### config.mk
export PLATFORM = sky130hd
export DESIGN_NAME = pwrseq_engine
export DESIGN_NICKNAME = d
export VERILOG_FILES = /design/src/rtl/pwrseq_pkg.sv /design/src/rtl/pwrseq_tick.sv /design/src/rtl/pwrseq_filter.sv /design/src/rtl/pwrseq_delay.sv /design/src/rtl/pwrseq_engine.sv
export SDC_FILE = /design/constraint.sdc
export NUM_CORES = 1
export LEC_CHECK = 0
export BUFFER_PORTS_ARGS = -buffer_cell sky130_fd_sc_hd__clkbuf_2
export CAP_MARGIN = 20
export CORE_UTILIZATION = 40
export CTS_CLUSTER_SIZE = 28
export DETAILED_ROUTE_END_ITERATION = 16
export HOLD_SLACK_MARGIN = 0.03
export SYNTH_ARGS = -nofsm -noshare
export SYNTH_HDL_FRONTEND = slang
export SYNTH_HIERARCHICAL = 1
export SYNTH_SLANG_ARGS = --single-unit
### constraint.sdc
create_clock -name clk -period 5.25 [get_ports clk]
set_input_delay 1.05 -clock clk [delete_from_list [all_inputs] [get_ports clk]]
set_output_delay 1.05 -clock clk [all_outputs]
set_load 0.03 [all_outputs]
### src/rtl/pwrseq_pkg.sv
package pwrseq_pkg;

    localparam int ENTRY_W = 56;
    localparam int US_PER_MS = 1000;

    localparam logic [3:0] OP_READ  = 4'd0;
    localparam logic [3:0] OP_WRITE = 4'd1;
    localparam logic [3:0] OP_POLL  = 4'd2;
    localparam logic [3:0] OP_WAIT  = 4'd3;
    localparam logic [3:0] OP_END   = 4'd4;

    typedef struct packed {
        logic [7:0]  value;
        logic [7:0]  bitmask;
        logic [3:0]  opcode;
        logic [3:0]  blk;
        logic [3:0]  intf_m;
        logic [3:0]  fab_m;
        logic [7:0]  rev_m;
        logic [15:0] offset;
    } entry_t;

    typedef enum logic [2:0] {
        S_IDLE,
        S_FETCH,
        S_DECODE,
        S_READ,
        S_WRITE,
        S_WAIT,
        S_DONE,
        S_FAIL
    } state_t;

    function automatic logic [7:0] merge_bits(input logic [7:0] old_v,
                                              input logic [7:0] msk,
                                              input logic [7:0] new_v);
        return (old_v & ~msk) | (new_v & msk);
    endfunction

    function automatic logic masked_equal(input logic [7:0] data,
                                          input logic [7:0] msk,
                                          input logic [7:0] want);
        return (data & msk) == (want & msk);
    endfunction

    function automatic logic is_bus_op(input logic [3:0] op);
        return (op == OP_READ) || (op == OP_WRITE) || (op == OP_POLL);
    endfunction

endpackage

### src/rtl/pwrseq_tick.sv
module pwrseq_tick #(
    parameter int CLK_MHZ = 100
) (
    input  logic clk,
    input  logic rst,
    input  logic clr,
    output logic us_tick,
    output logic ms_tick
);
    localparam int US_W = (CLK_MHZ > 1) ? $clog2(CLK_MHZ) : 1;
    localparam int MS_W = $clog2(pwrseq_pkg::US_PER_MS);
    localparam logic [US_W-1:0] US_LAST = US_W'(CLK_MHZ - 1);
    localparam logic [MS_W-1:0] MS_LAST = MS_W'(pwrseq_pkg::US_PER_MS - 1);

    logic [US_W-1:0] us_cnt;
    logic [MS_W-1:0] ms_cnt;

    assign us_tick = (us_cnt == US_LAST);
    assign ms_tick = us_tick && (ms_cnt == MS_LAST);

    always_ff @(posedge clk) begin
        if (rst || clr) begin
            us_cnt <= '0;
            ms_cnt <= '0;
        end else begin
            us_cnt <= us_tick ? '0 : us_cnt + 1'b1;
            if (us_tick) begin
                ms_cnt <= ms_tick ? '0 : ms_cnt + 1'b1;
            end
        end
    end
endmodule

### src/rtl/pwrseq_filter.sv
module pwrseq_filter
    import pwrseq_pkg::*;
(
    input  entry_t     ent,
    input  logic [7:0] cfg_rev,
    input  logic [3:0] cfg_fab,
    input  logic [3:0] cfg_intf,
    output logic       applies
);
    logic [2:0] lane_ok;

    assign lane_ok[0] = |(ent.rev_m  & cfg_rev);
    assign lane_ok[1] = |(ent.fab_m  & cfg_fab);
    assign lane_ok[2] = |(ent.intf_m & cfg_intf);
    assign applies    = &lane_ok;
endmodule

### src/rtl/pwrseq_delay.sv
module pwrseq_delay #(
    parameter int CNT_W = 16
) (
    input  logic             clk,
    input  logic             rst,
    input  logic             load,
    input  logic [CNT_W-1:0] load_cnt,
    input  logic             unit_ms,
    input  logic             us_tick,
    input  logic             ms_tick,
    output logic             expire
);
    logic [CNT_W-1:0] remain;
    logic             unit_q;
    logic             step;

    assign step   = unit_q ? ms_tick : us_tick;
    assign expire = step && (remain == CNT_W'(1));

    always_ff @(posedge clk) begin
        if (rst) begin
            remain <= '0;
            unit_q <= 1'b0;
        end else if (load) begin
            remain <= load_cnt;
            unit_q <= unit_ms;
        end else if (step && (remain != '0)) begin
            remain <= remain - 1'b1;
        end
    end
endmodule

### src/rtl/pwrseq_engine.sv
module pwrseq_engine
    import pwrseq_pkg::*;
#(
    parameter int CLK_MHZ  = 100,
    parameter int POLL_MAX = 64,
    parameter int IDX_W    = 6
) (
    input  logic                 clk,
    input  logic                 rst,
    input  logic                 start,
    input  logic [7:0]           cfg_rev,
    input  logic [3:0]           cfg_fab,
    input  logic [3:0]           cfg_intf,
    output logic                 tbl_req,
    output logic [IDX_W-1:0]     tbl_idx,
    input  logic                 tbl_vld,
    input  logic [ENTRY_W-1:0]   tbl_entry,
    output logic                 bus_rd,
    output logic                 bus_wr,
    output logic [3:0]           bus_base,
    output logic [15:0]          bus_addr,
    output logic [7:0]           bus_wdata,
    input  logic [7:0]           bus_rdata,
    input  logic                 bus_ack,
    output logic                 busy,
    output logic                 done,
    output logic                 error,
    output logic [7:0]           last_rd,
    output logic [IDX_W-1:0]     fail_idx
);
    localparam int ATT_W = $clog2(POLL_MAX + 1);
    localparam logic [ATT_W-1:0] ATT_LAST = ATT_W'(POLL_MAX - 1);

    state_t           state;
    entry_t           ent;
    logic [IDX_W-1:0] idx;
    logic [ATT_W-1:0] attempts;
    logic [7:0]       wdata_q;
    logic             applies;
    logic             us_tick, ms_tick;
    logic             wait_load;
    logic             wait_expire;
    logic             launch;

    pwrseq_filter u_filter (
        .ent      (ent),
        .cfg_rev  (cfg_rev),
        .cfg_fab  (cfg_fab),
        .cfg_intf (cfg_intf),
        .applies  (applies)
    );

    assign wait_load = (state == S_DECODE) && applies && (ent.opcode == OP_WAIT);

    pwrseq_tick #(.CLK_MHZ(CLK_MHZ)) u_tick (
        .clk     (clk),
        .rst     (rst),
        .clr     (wait_load),
        .us_tick (us_tick),
        .ms_tick (ms_tick)
    );

    pwrseq_delay #(.CNT_W(16)) u_delay (
        .clk      (clk),
        .rst      (rst),
        .load     (wait_load),
        .load_cnt (ent.offset),
        .unit_ms  (ent.value[0]),
        .us_tick  (us_tick),
        .ms_tick  (ms_tick),
        .expire   (wait_expire)
    );

    assign launch    = start && !busy;
    assign busy      = (state != S_IDLE) && (state != S_DONE) && (state != S_FAIL);
    assign done      = (state == S_DONE);
    assign error     = (state == S_FAIL);
    assign tbl_req   = (state == S_FETCH);
    assign tbl_idx   = idx;
    assign bus_rd    = (state == S_READ);
    assign bus_wr    = (state == S_WRITE);
    assign bus_base  = ent.blk;
    assign bus_addr  = ent.offset;
    assign bus_wdata = wdata_q;

    always_ff @(posedge clk) begin
        if (rst) begin
            state    <= S_IDLE;
            ent      <= '0;
            idx      <= '0;
            attempts <= '0;
            wdata_q  <= '0;
            last_rd  <= '0;
            fail_idx <= '0;
        end else begin
            case (state)
                S_IDLE, S_DONE, S_FAIL: begin
                    if (launch) begin
                        idx   <= '0;
                        state <= S_FETCH;
                    end
                end
                S_FETCH: begin
                    if (tbl_vld) begin
                        ent   <= entry_t'(tbl_entry);
                        state <= S_DECODE;
                    end
                end
                S_DECODE: begin
                    attempts <= '0;
                    if (!applies) begin
                        idx   <= idx + 1'b1;
                        state <= S_FETCH;
                    end else if (is_bus_op(ent.opcode)) begin
                        state <= S_READ;
                    end else if (ent.opcode == OP_WAIT) begin
                        if (ent.offset == '0) begin
                            idx   <= idx + 1'b1;
                            state <= S_FETCH;
                        end else begin
                            state <= S_WAIT;
                        end
                    end else if (ent.opcode == OP_END) begin
                        state <= S_DONE;
                    end else begin
                        idx   <= idx + 1'b1;
                        state <= S_FETCH;
                    end
                end
                S_READ: begin
                    if (bus_ack) begin
                        if (ent.opcode == OP_WRITE) begin
                            wdata_q <= merge_bits(bus_rdata, ent.bitmask, ent.value);
                            state   <= S_WRITE;
                        end else begin
                            last_rd <= bus_rdata & ent.bitmask;
                            if (ent.opcode == OP_READ ||
                                masked_equal(bus_rdata, ent.bitmask, ent.value)) begin
                                idx   <= idx + 1'b1;
                                state <= S_FETCH;
                            end else if (attempts == ATT_LAST) begin
                                fail_idx <= idx;
                                state    <= S_FAIL;
                            end else begin
                                attempts <= attempts + 1'b1;
                            end
                        end
                    end
                end
                S_WRITE: begin
                    if (bus_ack) begin
                        idx   <= idx + 1'b1;
                        state <= S_FETCH;
                    end
                end
                S_WAIT: begin
                    if (wait_expire) begin
                        idx   <= idx + 1'b1;
                        state <= S_FETCH;
                    end
                end
                default: state <= S_IDLE;
            endcase
        end
    end
endmodule

---- After elaboration in Yosys (flattened, before gate mapping) ----
Cells that the tools add are included.
word-level totals
  bits in registers ....................... 128
  input port bits ......................... 85
  output and inout bits ................... 54
  word-level logic and storage cells ...... 133
operators by class
  $add $sub $neg .......................... 5
  equality and inequality tests ........... 31
  muxes and demuxes ....................... 35
  bitwise logic cells ..................... 10
  reduce and logical (&&, ||, !) cells .... 34
operators by type and width
  cell                     count
  $mux W6                  11
  $mux W3                  13
  $and A8 B8 Y8            4
  $mux W16                 2
  $pmux W6 S5              1
  $mux W7                  4
  $pmux W3 S6              1
  $eq A16 B1 Y1 const B    1
  $logic_not A16 Y1        1
  $reduce_bool A16 Y1      1
  $sub A16 B1 Y16 const B  1
  $add A7 B1 Y7 const B    2
  $pmux W7 S2              1
  $eq A3 B3 Y1 const B     4
  $add A10 B1 Y10 const B  1
  $eq A10 B10 Y1 const B   1
  $mux W10                 1
  $ne A2 B1 Y1 const B     5
  $reduce_and A10 Y1       1
  $reduce_and A5 Y1        2
  $ne A3 B3 Y1 const B     3
  $reduce_and A3 Y1        3
  $and A4 B4 Y4            2
  $eq A4 B2 Y1 const B     2
  30 further kinds         47

---- Longest topological paths before layout ----
  depth after elaboration ................. 7
  gate-level depth with buffers ........... 14

---- Modules after synthesis ----
The synthesis kept the hierarchy.
by module, submodules not included
  module         instances  cells an instance  area each (µm²)  sequential area each (µm²)
  pwrseq_engine  1          512                4151.5           1881.8
  pwrseq_delay   1          119                973.4            340.3
  pwrseq_tick    1          87                 845.8            340.3
  pwrseq_filter  1          9                  90.1             0.0

---- Least setup slack after synthesis ----
Ideal clock, no wire load.
  path kind ............................... register -> register
  from .................................... reg u_tick.us_cnt[0]
  to ...................................... reg idx[4], in the netlist tbl_idx[4]
  arrival ................................. 3001 ps
  slack ................................... 2179 ps
  cell stages (with the launch flop) ...... 15
  path buffers ............................ 2
  cells stage by stage .................... dfxtp_1 ha_1 nand4bb_4 buf_6 or3_4 inv_1 mux2_2 nand3_1 nor4b_1 o22ai_1 a21oi_2 o2111ai_2 buf_6 or4_1 a21oi_1
on the way
  longest elaborated chain between the ends .. 6
ends and longest elaborated chain
  element                                RTL line              text
  start: declaration                     pwrseq_tick.sv:15     logic [US_W-1:0] us_cnt;
  start signal: assignment               pwrseq_tick.sv:26     us_cnt <= us_tick ? '0 : us_cnt + 1'b1;
  $eq A7 B7 Y1 *                         pwrseq_tick.sv:18     assign us_tick = (us_cnt == US_LAST);
  named net us_tick                      pwrseq_engine.sv:40   logic us_tick, ms_tick;
  $logic_and A1 B1 Y1                    pwrseq_tick.sv:19     assign ms_tick = us_tick && (ms_cnt == MS_LAST);
  $mux W1 *                              pwrseq_delay.sv:17    assign step = unit_q ? ms_tick : us_tick;
  $logic_and A1 B1 Y1 *                  pwrseq_delay.sv:18    assign expire = step && (remain == CNT_W'(1));
  named net wait_expire                  pwrseq_engine.sv:42   logic wait_expire;
  $ne A2 B1 Y1 (no source line) *        n/a
  $reduce_and A10 Y1 (no source line) *  n/a
  end signal: assignment                 pwrseq_engine.sv:112  idx <= idx + 1'b1;
  end signal: assignment                 pwrseq_engine.sv:118  idx <= idx + 1'b1;
  end signal: assignment                 pwrseq_engine.sv:126  idx <= idx + 1'b1;
  end: declaration                       pwrseq_engine.sv:36   logic [IDX_W-1:0] idx;
Mark *: on every way through the listed nets, which the timed path passes. The rest lies on a longest branch.
A chain may end at the register's enable or synchronous reset.

---- Worst setup path in the final report ----
  from .................................... reg u_tick.us_cnt[0]
  to ...................................... reg idx[2], in the netlist tbl_idx[2]
The elaborated chain is that of the path after synthesis.

==> results.cfg <==
[status]
status = completed

[worst_setup_path]
cp.required_ps = 5590
end_kind = flop
worst_setup_path_start_kind = flop
path_class = reg2reg
arrival_ps = 3900
cp_max_fo = 12

[die]
core-area_mm2 = 0.0146
die_h_um = 125
rows = 44
start_util_pct = 41.4
io_pins = 139
die_w_um = 125
dieArea_mm2 = 0.0156

[synth]
avgSynthCellArea_um2 = 8.34
synth_ff_type = dfxtp_1
synthCells = 727
yosysTopAreaCell = dfxtp_1
yosysMostFrequentCell = nand2_1
ys_ff_latch = 128
yosys-top-cells-count = 150 x nand2_1, 128 x dfxtp_1, 72 x a21oi_1
synth_edf_count = 0
syn-cell-area_mm2 = 0.00606
syn_nets = 818
netlist-cell-type-count = 71
synth_top_area_share_pct = 42.3
postSynth.asyncResetShare_pct = 0
synth_area_leaders = dfxtp_1 42%, nand2_1 9.3%, a21oi_1 5.9%
yosysWarnings = 6
seq_area_frac_synth_pct = 42.3

[cts]
numCtsBuffers = 17
insertion_delay_ps = 420
cts.sinks = 128
hold_buffers = 0
cts_tree = built
cts_resized = 0
ctsRootBufferMaster = clkbuf_16
cts.clk_slew.worst_paths_ps = 50
h-tree-depth = 4
post_cts_buffers = 0
clk_path_buf_depth = 2

[detailed_routing]
wl_met2_mm = 7.11
drt_iter0_drc = 304
drtAntennaViolNets = 0
routed_wl_mm = 14.9
vias = 5428
via_per_inst = 5.29
met1_length_mm = 6.51
wl_met3_mm = 1.07
drc = 0
first_pass_iters = 12
dr.max_layer_used = met4
wl_per_cell_um = 14.6

[layout]
layout.cells.non_filler = 1026
syn2layout_area_growth_pct = 19.5
drive_gt1_share_pct = 23.6
final_core_utilization_pct = 49.5
final_nets = 921
diodes = 0

[power]
total_power_w = 0.00237
switching_share_pct = 25.7
p_sw_w = 0.000608
pwr-share-clk_pct = 44.5
p_int_w = 0.00176
max-vdd-ir-drop_uv = 227
power_density_mw_per_mm2 = 327
seq_power_share_pct = 44.2
power_frac_comb_pct = 11.2
leakage_nw = 2.83

[sta]
hold_viol = 0
slew_violations = 0
tightest_slew_ps = 796
rsz0062_at_grt = false
fin_crit_sh_pct = 67.8
slew_headroom_pct = 46.5
setup-violations-final = 0
fin_setup_tns_ps = 0
max_freq_ghz = 0.281
skew_ps = 8.26
fin_crit_ps = 3560
timing.final.ws_setup_ps = 1690

[place]
place_hpwl_mm = 10.6
place_ws_ps = 1280
routabilityCongestion = 0.812
port_buffers = 138
dp_cells = 992

[worst_hold_path]
min_path_type = reg2reg

[global_route]
grt_pass1_wl_mm = 24.4
grt_antenna_before_repair = 0
grt_max_degree = 68
grt_pass1_vias = 4997
grt.total_usage_pct = 19.5
gr-total-overflow = 0

[run]
cap_violations = 0
## final cells by class
cell class	count	area, µm²
clock buffers	23	458
flip-flops and latches	128	2560
repair buffers	142	763
fillers	1401	7400
clock inverters	8	65.1
inverters	13	50.0
multi-input cells	528	3110
well taps	184	230
## power by group through the flow
stage,registers [W],clock network (W),logic [W]
2_1_floorplan,0.00105,0,0.000200
3_3_place_gp,0.00107,0,0.000252
3_5_place_dp,0.00107,0,0.000256
4_1_cts,0.00105,0.00108,0.000257
5_1_grt,0.00105,0.00112,0.000294
6_report,0.00105,0.00105,0.000265
## per-stage QoR
step / area [µm²] / hold slack [ps]
floorplan: 6060 / 410
global placement: 6660 / 423
detailed placement: 6660 / 438
CTS: 7180 / 445
global route: 7240 / 464
finish: 7240 / 446
## path summary, 6_finish.rpt
kind	start	endpoint	slack (ps)	cells after the start
max	u_tick/us_cnt[0]$_SDFF_PP0_	tbl_idx[2]$_SDFFE_PP0P_	1690	12
min reg2reg	attempts[6]$_SDFFE_PP0P_	attempts[6]$_SDFFE_PP0P_	450	2
max reg2reg	u_tick/us_cnt[0]$_SDFF_PP0_	tbl_idx[2]$_SDFFE_PP0P_	1690	12
min	attempts[6]$_SDFFE_PP0P_	attempts[6]$_SDFFE_PP0P_	450	2
## critical path: stages (launching register included)
cell and delay, ps:
dfxtp_1 350, ha_1 270, nand4bb_4 260, or3_4 430, inv_1 60, mux2_2 250
nand3_1 110, nor4b_1 360, o22ai_1 130, a21oi_2 230, o2111ai_2 330, or4b_1 550
a31oi_1 160
## cell families after synthesis
logic type	share of synthesized area, %
flip-flops	42.3
AND/OR/NAND/NOR	26.7
buffers and inverters	6.42
adder cells (fa/ha/maj)	1.40
XOR/XNOR	4.34
multiplexers	2.85
AO/OA/AOI/OAI	16.0
## placed cells by master (no fill, tap or decap), types with 4 or more instances in the layout
cell	instances
a211oi_1	18
a21oi_1	72
a22o_1	5
a22oi_1	5
a311oi_1	6
a31oi_1	6
and2_1	4
and3_1	6
clkbuf_1	5
clkbuf_16	17
clkbuf_2	137
clkinv_2	8
dfxtp_1	128
ha_1	6
inv_1	12
mux2i_1	15
nand2_1	149
nand2b_1	7
nand3_1	30
nand4_1	5
nand4b_1	4
nor2_1	58
nor3_1	11
nor3b_1	4
nor4_1	9
nor4_2	4
o21ai_0	11
or4_1	4
xnor2_1	13
xor2_1	17
## registers in the layout (all words and copies together), names as in the netlist, 6 cells and up
register        cells
bus_wdata           8
attempts            7
ent                36
last_rd             8
u_tick/us_cnt       7
tbl_idx             6
u_delay/remain     16
u_tick/ms_cnt      10
bus_addr           16
fail_idx            6
## per-layer routing
metal / track usage [%] / up-vias
li1: - / 2734
met1: 23.9 / 2512
met2: 31.3 / 159
met3: 6.59 / 23
met4: 8.46 / 0
met5: 0 / -
Note: power is estimated with default switching activity, not from simulation.
